## src/rtl/wbb_pkg.sv

```systemverilog
// Shared field widths, bit positions and state type for the write buffering bridge.
// Assumes the 4-bit cache attribute field carries the bufferable flag in bit 0.
package wbb_pkg;
    localparam int LEN_W   = 8;
    localparam int SIZE_W  = 3;
    localparam int BURST_W = 2;
    localparam int PROT_W  = 3;
    localparam int CACHE_W = 4;
    localparam int QOS_W   = 4;
    localparam int RESP_W  = 2;
    localparam int BUF_BIT = 0;     // bufferable flag inside the cache field
    localparam int ERR_BIT = 1;     // response codes with this bit set are errors
    localparam logic [RESP_W-1:0] RESP_OKAY = 2'b00;

    typedef enum logic [1:0] {
        ST_ADDR  = 2'd0,
        ST_DATA  = 2'd1,
        ST_EARLY = 2'd2
    } acc_state_t;
endpackage

```

## src/rtl/wbb_fifo.sv

```systemverilog
// In-order first-in first-out queue with a visible head entry.
// Assumes DEPTH >= 2; a push while full or a pop while empty is a caller error.
module wbb_fifo #(
    parameter int W     = 8,
    parameter int DEPTH = 4
) (
    input  logic         clk,
    input  logic         rst_n,
    input  logic         push,
    input  logic [W-1:0] din,
    input  logic         pop,
    output logic [W-1:0] dout,
    output logic         full,
    output logic         empty
);
    localparam int PW = $clog2(DEPTH);
    localparam int CW = $clog2(DEPTH + 1);

    logic [W-1:0]  mem [DEPTH];
    logic [PW-1:0] wr_ptr, rd_ptr;
    logic [CW-1:0] cnt;

    assign full  = (cnt == CW'(DEPTH));
    assign empty = (cnt == '0);
    assign dout  = mem[rd_ptr];

    // Storage write, no reset needed on the data path.
    always_ff @(posedge clk) begin
        if (push) mem[wr_ptr] <= din;
    end

    // Pointer and occupancy bookkeeping.
    always_ff @(posedge clk) begin
        if (!rst_n) begin
            wr_ptr <= '0;
            rd_ptr <= '0;
            cnt    <= '0;
        end else begin
            if (push) wr_ptr <= (wr_ptr == PW'(DEPTH - 1)) ? '0 : wr_ptr + 1'b1;
            if (pop)  rd_ptr <= (rd_ptr == PW'(DEPTH - 1)) ? '0 : rd_ptr + 1'b1;
            if (push && !pop)      cnt <= cnt + 1'b1;
            else if (pop && !push) cnt <= cnt - 1'b1;
        end
    end

    a_r7_no_overflow: assert property (@(posedge clk) disable iff (!rst_n)
        push |-> !full);
    a_r5_no_underflow: assert property (@(posedge clk) disable iff (!rst_n)
        pop |-> !empty);
endmodule

```

## src/rtl/wbb_bresp_arb.sv

```systemverilog
// Upstream response selector: merges locally generated early responses with
// relayed downstream responses. Assumes relay_req, once raised, holds until
// relay_ack. A shown response is locked so it stays stable until taken.
module wbb_bresp_arb #(
    parameter int ID_W = 4
) (
    input  logic                     clk,
    input  logic                     rst_n,
    input  logic                     early_req,
    input  logic [ID_W-1:0]          early_id,
    input  logic                     relay_req,
    input  logic [ID_W-1:0]          relay_id,
    input  logic [wbb_pkg::RESP_W-1:0] relay_resp,
    input  logic                     s_bready,
    output logic                     s_bvalid,
    output logic [ID_W-1:0]          s_bid,
    output logic [wbb_pkg::RESP_W-1:0] s_bresp,
    output logic                     early_ack,
    output logic                     relay_ack
);
    import wbb_pkg::*;

    logic relay_lock;
    logic early_show, relay_show;

    // Selection: a relay already on display keeps the channel; otherwise early wins.
    always_comb begin
        early_show = early_req && !relay_lock;
        relay_show = relay_req && !early_show;
        s_bvalid   = early_show || relay_show;
        s_bid      = early_show ? early_id : relay_id;
        s_bresp    = early_show ? RESP_OKAY : relay_resp;
        early_ack  = early_show && s_bready;
        relay_ack  = relay_show && s_bready;
    end

    // Lock remembers a relayed response that was offered but not yet accepted.
    always_ff @(posedge clk) begin
        if (!rst_n) relay_lock <= 1'b0;
        else        relay_lock <= relay_show && !s_bready;
    end

    a_r10_resp_stable: assert property (@(posedge clk) disable iff (!rst_n)
        (s_bvalid && !s_bready) |=> (s_bvalid && $stable(s_bid) && $stable(s_bresp)));
endmodule

```

## src/rtl/wr_buf_bridge.sv

```systemverilog
// Write buffering bridge: accepts one request and its burst at a time, queues
// both, drains them downstream in order with ID 0, and answers upstream either
// early (cache bit 0 set) or by relaying the downstream response.
// Assumes the subordinate returns responses in order for a single ID.
module wr_buf_bridge #(
    parameter int ID_W   = 4,
    parameter int ADDR_W = 32,
    parameter int DATA_W = 32,
    parameter int DEPTH  = 4,
    parameter int WDEPTH = 8
) (
    input  logic                        clk,
    input  logic                        rst_n,
    input  logic                        s_awvalid,
    output logic                        s_awready,
    input  logic [ID_W-1:0]             s_awid,
    input  logic [ADDR_W-1:0]           s_awaddr,
    input  logic [wbb_pkg::LEN_W-1:0]   s_awlen,
    input  logic [wbb_pkg::SIZE_W-1:0]  s_awsize,
    input  logic [wbb_pkg::BURST_W-1:0] s_awburst,
    input  logic [wbb_pkg::PROT_W-1:0]  s_awprot,
    input  logic [wbb_pkg::CACHE_W-1:0] s_awcache,
    input  logic [wbb_pkg::QOS_W-1:0]   s_awqos,
    input  logic                        s_wvalid,
    output logic                        s_wready,
    input  logic [DATA_W-1:0]           s_wdata,
    input  logic [DATA_W/8-1:0]         s_wstrb,
    input  logic                        s_wlast,
    output logic                        s_bvalid,
    input  logic                        s_bready,
    output logic [ID_W-1:0]             s_bid,
    output logic [wbb_pkg::RESP_W-1:0]  s_bresp,
    output logic                        m_awvalid,
    input  logic                        m_awready,
    output logic [ID_W-1:0]             m_awid,
    output logic [ADDR_W-1:0]           m_awaddr,
    output logic [wbb_pkg::LEN_W-1:0]   m_awlen,
    output logic [wbb_pkg::SIZE_W-1:0]  m_awsize,
    output logic [wbb_pkg::BURST_W-1:0] m_awburst,
    output logic [wbb_pkg::PROT_W-1:0]  m_awprot,
    output logic [wbb_pkg::CACHE_W-1:0] m_awcache,
    output logic [wbb_pkg::QOS_W-1:0]   m_awqos,
    output logic                        m_wvalid,
    input  logic                        m_wready,
    output logic [DATA_W-1:0]           m_wdata,
    output logic [DATA_W/8-1:0]         m_wstrb,
    output logic                        m_wlast,
    input  logic                        m_bvalid,
    output logic                        m_bready,
    input  logic [wbb_pkg::RESP_W-1:0]  m_bresp,
    output logic                        err_sticky
);
    import wbb_pkg::*;

    localparam int STRB_W = DATA_W / 8;
    localparam int AWQ_W  = ADDR_W + LEN_W + SIZE_W + BURST_W + PROT_W + CACHE_W + QOS_W;
    localparam int WQ_W   = DATA_W + STRB_W + 1;
    localparam int TRK_W  = ID_W + 1;

    acc_state_t      state;
    logic [ID_W-1:0] cur_id;
    logic            cur_buf;
    logic            aw_hs, w_hs;

    logic             awf_full, awf_empty;
    logic [AWQ_W-1:0] awf_dout;
    logic             wf_full, wf_empty;
    logic [WQ_W-1:0]  wf_dout;
    logic             trk_full, trk_empty;
    logic [TRK_W-1:0] trk_dout;
    logic [ID_W-1:0]  trk_head_id;
    logic             trk_head_buf;

    logic absorb, relay_req, early_ack, relay_ack;

    assign aw_hs     = s_awvalid && s_awready;
    assign w_hs      = s_wvalid && s_wready;
    assign s_awready = (state == ST_ADDR) && !trk_full;
    assign s_wready  = (state == ST_DATA) && !wf_full;

    // Upstream acceptance sequence: address, its data burst, then any early response.
    always_ff @(posedge clk) begin
        if (!rst_n) begin
            state   <= ST_ADDR;
            cur_id  <= '0;
            cur_buf <= 1'b0;
        end else begin
            case (state)
                ST_ADDR: if (aw_hs) begin
                    state   <= ST_DATA;
                    cur_id  <= s_awid;
                    cur_buf <= s_awcache[BUF_BIT];
                end
                ST_DATA: if (w_hs && s_wlast)
                    state <= cur_buf ? ST_EARLY : ST_ADDR;
                ST_EARLY: if (early_ack)
                    state <= ST_ADDR;
                default: state <= ST_ADDR;
            endcase
        end
    end

    // Request queue; every field except the ID passes through untouched.
    wbb_fifo #(.W(AWQ_W), .DEPTH(DEPTH)) u_awq (
        .clk(clk), .rst_n(rst_n),
        .push(aw_hs),
        .din({s_awaddr, s_awlen, s_awsize, s_awburst, s_awprot, s_awcache, s_awqos}),
        .pop(m_awvalid && m_awready),
        .dout(awf_dout), .full(awf_full), .empty(awf_empty)
    );
    assign m_awvalid = !awf_empty;
    assign m_awid    = '0;
    assign {m_awaddr, m_awlen, m_awsize, m_awburst, m_awprot, m_awcache, m_awqos} = awf_dout;

    // Data beat queue.
    wbb_fifo #(.W(WQ_W), .DEPTH(WDEPTH)) u_wq (
        .clk(clk), .rst_n(rst_n),
        .push(w_hs),
        .din({s_wdata, s_wstrb, s_wlast}),
        .pop(m_wvalid && m_wready),
        .dout(wf_dout), .full(wf_full), .empty(wf_empty)
    );
    assign m_wvalid = !wf_empty;
    assign {m_wdata, m_wstrb, m_wlast} = wf_dout;

    // Outstanding tracker: original ID and bufferable decision, oldest first.
    wbb_fifo #(.W(TRK_W), .DEPTH(DEPTH)) u_trk (
        .clk(clk), .rst_n(rst_n),
        .push(aw_hs),
        .din({s_awid, s_awcache[BUF_BIT]}),
        .pop(m_bvalid && m_bready),
        .dout(trk_dout), .full(trk_full), .empty(trk_empty)
    );
    assign {trk_head_id, trk_head_buf} = trk_dout;

    assign absorb    = m_bvalid && !trk_empty && trk_head_buf;
    assign relay_req = m_bvalid && !trk_empty && !trk_head_buf;
    assign m_bready  = absorb || relay_ack;

    wbb_bresp_arb #(.ID_W(ID_W)) u_barb (
        .clk(clk), .rst_n(rst_n),
        .early_req(state == ST_EARLY), .early_id(cur_id),
        .relay_req(relay_req), .relay_id(trk_head_id), .relay_resp(m_bresp),
        .s_bready(s_bready),
        .s_bvalid(s_bvalid), .s_bid(s_bid), .s_bresp(s_bresp),
        .early_ack(early_ack), .relay_ack(relay_ack)
    );

    // Sticky flag for errors on responses that were already answered early.
    always_ff @(posedge clk) begin
        if (!rst_n)                       err_sticky <= 1'b0;
        else if (absorb && m_bresp[ERR_BIT]) err_sticky <= 1'b1;
    end

    a_r1_early_resp: assert property (@(posedge clk) disable iff (!rst_n)
        (state == ST_DATA && w_hs && s_wlast && cur_buf) |=> s_bvalid);
    a_r2_relay_match: assert property (@(posedge clk) disable iff (!rst_n)
        (m_bvalid && m_bready && !trk_head_buf) |->
        (s_bvalid && s_bready && s_bresp == m_bresp && s_bid == trk_head_id));
    a_r9_drain_start: assert property (@(posedge clk) disable iff (!rst_n)
        aw_hs |=> m_awvalid);
    a_r7_awq_room: assert property (@(posedge clk) disable iff (!rst_n)
        aw_hs |-> !awf_full);
    a_r8_sticky_hold: assert property (@(posedge clk) disable iff (!rst_n)
        err_sticky |=> err_sticky);
endmodule

```

## config.mk

```make
export PLATFORM = sky130hd
export DESIGN_NAME = wr_buf_bridge
export DESIGN_NICKNAME = d
export VERILOG_FILES = /design/src/rtl/wbb_pkg.sv /design/src/rtl/wbb_fifo.sv /design/src/rtl/wbb_bresp_arb.sv /design/src/rtl/wr_buf_bridge.sv
export SDC_FILE = /design/constraint.sdc
export NUM_CORES = 1
export LEC_CHECK = 0
export BUFFER_PORTS_ARGS = -buffer_cell sky130_fd_sc_hd__buf_2
export CAP_MARGIN = 25
export CORE_MARGIN = 5
export CORE_UTILIZATION = 25
export CTS_BUF_LIST = sky130_fd_sc_hd__clkbuf_2
export DETAILED_ROUTE_END_ITERATION = 6
export GPL_TIMING_DRIVEN = 0
export PLACE_DENSITY = 0.4
export SYNTH_ARGS = -nofsm -noshare
export SYNTH_HDL_FRONTEND = slang
export SYNTH_SLANG_ARGS = --single-unit
```

## constraint.sdc

```tcl
create_clock -name clk -period 15.7 [get_ports clk]
set_input_delay 3.14 -clock clk [delete_from_list [all_inputs] [get_ports clk]]
set_output_delay 3.14 -clock clk [all_outputs]
set_load 0.01 [all_outputs]
```

==> flow_summary.ini <==
[setup_path]
cp.required_ns = 12.56
worstPathArrival_ns = 3.77
crit_family = compound AO/OA/AOI/OAI gates
critical_path.endpoint_type = primary output
r2r-end = u_awq.cnt[2]
startpoint = m_bvalid
cp_num_cells = 4
cp-start-kind = primary input
worst-r2r-setup-slack_ns = 12.80
path_cells = buf_2 -> o31ai_1 -> o21ai_0 -> buf_2
cp-endpoint = s_bvalid
crit_path_max_fanout = 6
critPathBufInv = 2
slowest_stage = o21ai_0
max_stage_delay_ns = 0.19
worstSetupPathType = in -> out
reg2reg_from = u_trk.cnt[0]
r2r_cells = 10
path_common_cell = buf_2

[synthesis]
yosys_warnings = 0
synth_xor_area_share_pct = 0.240
synth_top_family_by_area = multiplexers
synth.avg_cell_area_um2 = 22.5
synthArstFlopShare_pct = 0
ys_seq_area_share_pct = 77.6
synth_top_area_share_pct = 74.0
synth_compound_area_share_pct = 0.936
synth_cell_types = 43
synth_area_leaders = edfxtp_1, mux4_2, dfxtp_1
synthCells = 975
synth.largest_area_cell = edfxtp_1
yosysMostFrequentCell = edfxtp_1
synthFlopType = edfxtp_1
synth.area.mux_share_pct = 16.2
synth-simple-area-share_pct = 2.20
synth_fa_ha_area_share_pct = 1.36
netlist_area_um2 = 21900
ys_seq_elements = 580
synth_common_cells = edfxtp_1, mux4_2, mux2_2, dfxtp_1, nand2_1
synth-edff-count = 540

[pwr]
seq_power_share_pct = 49.3
power_frac_comb_pct = 22.1
p_sw_mw = 1.09
switching_share_pct = 29.5
cellPowerDensity_nw_per_um2 = 139
clock_power_share_pct = 28.5
p_leak_nw = 8.93
internal_power_mw = 2.59
peakVddDrop_v = 0.0000645

[routing]
vias = 10949
drtPass1Iterations = 4
drtAntennaViolNets = 0
avgRoutedWirePerCell_um = 19.8
detail_route.vias_per_cell = 4.11
drt_iter0_markers = 464
drc = 0
wl_um = 52700

[layout]
drive_above_1_share_pct = 47.8
nNetsFinal = 1514
final.fill_count = 8624
utilization_pct = 30.4
areaGrowthSynthToFinish_pct = 20.6

[timing]
setup_violations = 0
worst_slew_pin_slew_ns = 0.955
max_freq_mhz = 145
finalMaxSlewViolations = 0
setup-tns-final_ns = 0
fin_crit_sh_pct = 44.0
rsz0062_at_grt = false
slew-limit-headroom_pct = 36.3
skew_ns = 0.0827
min_period_ns = 6.91
hold_viol = 0

[clock_network]
htreeDepth = 4
worstSkewPairLatency_ns = 1.33
clkSlewWorstSetupHoldPaths_ns = 0.10
cts_tree = built
root_buffer = clkbuf_2
post_cts_resized = 0
cts.sinks = 580
cts_setup_buffers = 0
hold_buffers = 0
cts_buffer_depth = 3
numCtsBuffers = 157

[global_route]
grt_pass1_vias = 12368
grt_max_degree = 41
grt_first_pass_wirelength_um = 78400
antenna_found_initial = 19
gr-usage-all-layers_pct = 11.3
grt_overflow = 0

[die]
coreArea_um2 = 86900
fp.dieH_um = 306
die_w_um = 306
rows = 108
start_util_pct = 25.2
ios = 217
die-area_um2 = 93700

[min_path]
min_path_type = reg -> reg
holdPathStages = 2

[placed_design]
gp_congestion = 0.676
port_buffers = 212
hpwl_um = 35100

[job]
maxCapViolations = 0

[run_status]
status = completed
-- routing by layer --
layer  part of all wire, %  GRT usage [%]  vias up
met5                  0.22              0        -
met2                    49           18.5      304
met3                   9.2           5.68      123
li1                      -              -     4965
met1                    39           12.6     5539
met4                   2.7           4.77       18
-- layout make-up --
type / count / area (um^2) / area share, %
well taps: 1155 / 1450 / 5.47
inverters: 12 / 45.0 / 0.170
flip-flops and latches: 580 / 17000 / 64.4
diodes: 10 / 25.0 / 0.0946
clock inverters: 40 / 244 / 0.923
clock buffers: 232 / 1160 / 4.39
plain buffers: 44 / 259 / 0.980
multi-input cells: 342 / 4670 / 17.7
repair buffers: 248 / 1580 / 5.96
-- stage by stage --
stage	instance area, um^2	std cells	hold WS (ns)	power [mW]	setup WS (ns)
final	26400	2663	0.458	3.68	8.79
after global routing	26400	2655	0.485	3.93	8.51
after CTS	26400	2653	0.461	3.80	8.50
after detailed placement	25000	2381	0.448	2.70	8.77
after global placement	24400	2345	0.448	2.69	3.51
after floorplan	21900	978	0.434	2.38	8.34
-- cells by family (layout without fill, tap and decap cells) --
kind of cell | Yosys count | in the layout
and+or+nand+nor | 94 | 94
xor gates and xnor gates | 6 | 6
AOI/OAI and AO/OA | 36 | 36
other | 1 | 14
muxes | 180 | 180
adders and majority gates | 22 | 22
buffers and inverters | 56 | 576
DFF | 580 | 580
-- flip-flops by register name (all words and copies together), names as in the netlist, named ones only --
signal             flops
cur_buf                1
cur_id                 4
err_sticky             1
state                  2
u_awq.cnt              3
u_awq.mem            224
u_awq.rd_ptr           2
u_awq.wr_ptr           2
u_barb.relay_lock      1
u_trk.cnt              3
u_trk.mem             20
u_trk.rd_ptr           2
u_trk.wr_ptr           2
u_wq.cnt               4
u_wq.mem             296
u_wq.rd_ptr            3
u_wq.wr_ptr            3
-- power by group through the flow --
stage | clock network [mW] | logic [mW] | registers [mW]
final | 1.05 | 0.814 | 1.82
after global placement | 0 | 0.832 | 1.86
after CTS | 1.12 | 0.854 | 1.82
after detailed placement | 0 | 0.849 | 1.85
after global routing | 1.20 | 0.902 | 1.83
after floorplan | 0 | 0.530 | 1.85
-- cell usage in the layout (no fill, tap or decap), types with 4 or more instances in the layout --
master / Yosys / routed
buf_4: 4 / 11
nand3_1: 5 / 5
mux2i_1: 4 / 4
buf_1: 6 / 6
inv_1: 10 / 10
buf_6: 8 / 23
buf_12: 0 / 4
diode_2: 0 / 10
mux4_2: 131 / 131
conb_1: 1 / 4
clkinv_2: 0 / 5
nor3_2: 0 / 4
or3_1: 8 / 8
mux4_1: 4 / 4
and2_4: 0 / 4
inv_2: 2 / 6
xor2_1: 5 / 5
ha_1: 19 / 19
buf_2: 14 / 226
dfxtp_1: 40 / 40
buf_16: 0 / 5
clkinv_1: 0 / 21
clkbuf_2: 1 / 233
clkinvlp_4: 0 / 4
edfxtp_1: 540 / 540
buf_8: 0 / 5
nor2_1: 18 / 15
o21ai_0: 5 / 5
nand2_1: 30 / 30
a21oi_1: 24 / 24
mux2_2: 41 / 41
clkbuf_1: 11 / 11
and2_1: 12 / 8
-- worst register-to-register path, stage by stage (launching register included) --
cell and delay (ns):
dfxtp_1 0.46, or3b_1 0.19, nand3_1 0.21, inv_2 0.22, clkbuf_1 0.45, ha_1 0.27
inv_1 0.06, fa_1 0.37, xor2_1 0.17, or3_1 0.30, a21oi_1 0.13
-- how the worst min path moves through the flow --
| stage | end | startpoint | slack [ns] |
|---|---|---|---|
| floorplan | cur_id[0] | cur_id[0] | 0.43 |
| global placement | cur_id[3] | cur_id[3] | 0.45 |
| detailed placement | cur_id[0] | cur_id[0] | 0.45 |
| CTS | cur_id[0] | cur_id[0] | 0.46 |
| global route | cur_id[0] | cur_id[0] | 0.48 |
| finish | cur_id[0] | cur_id[0] | 0.46 |
(Power assumes the default switching activity.)
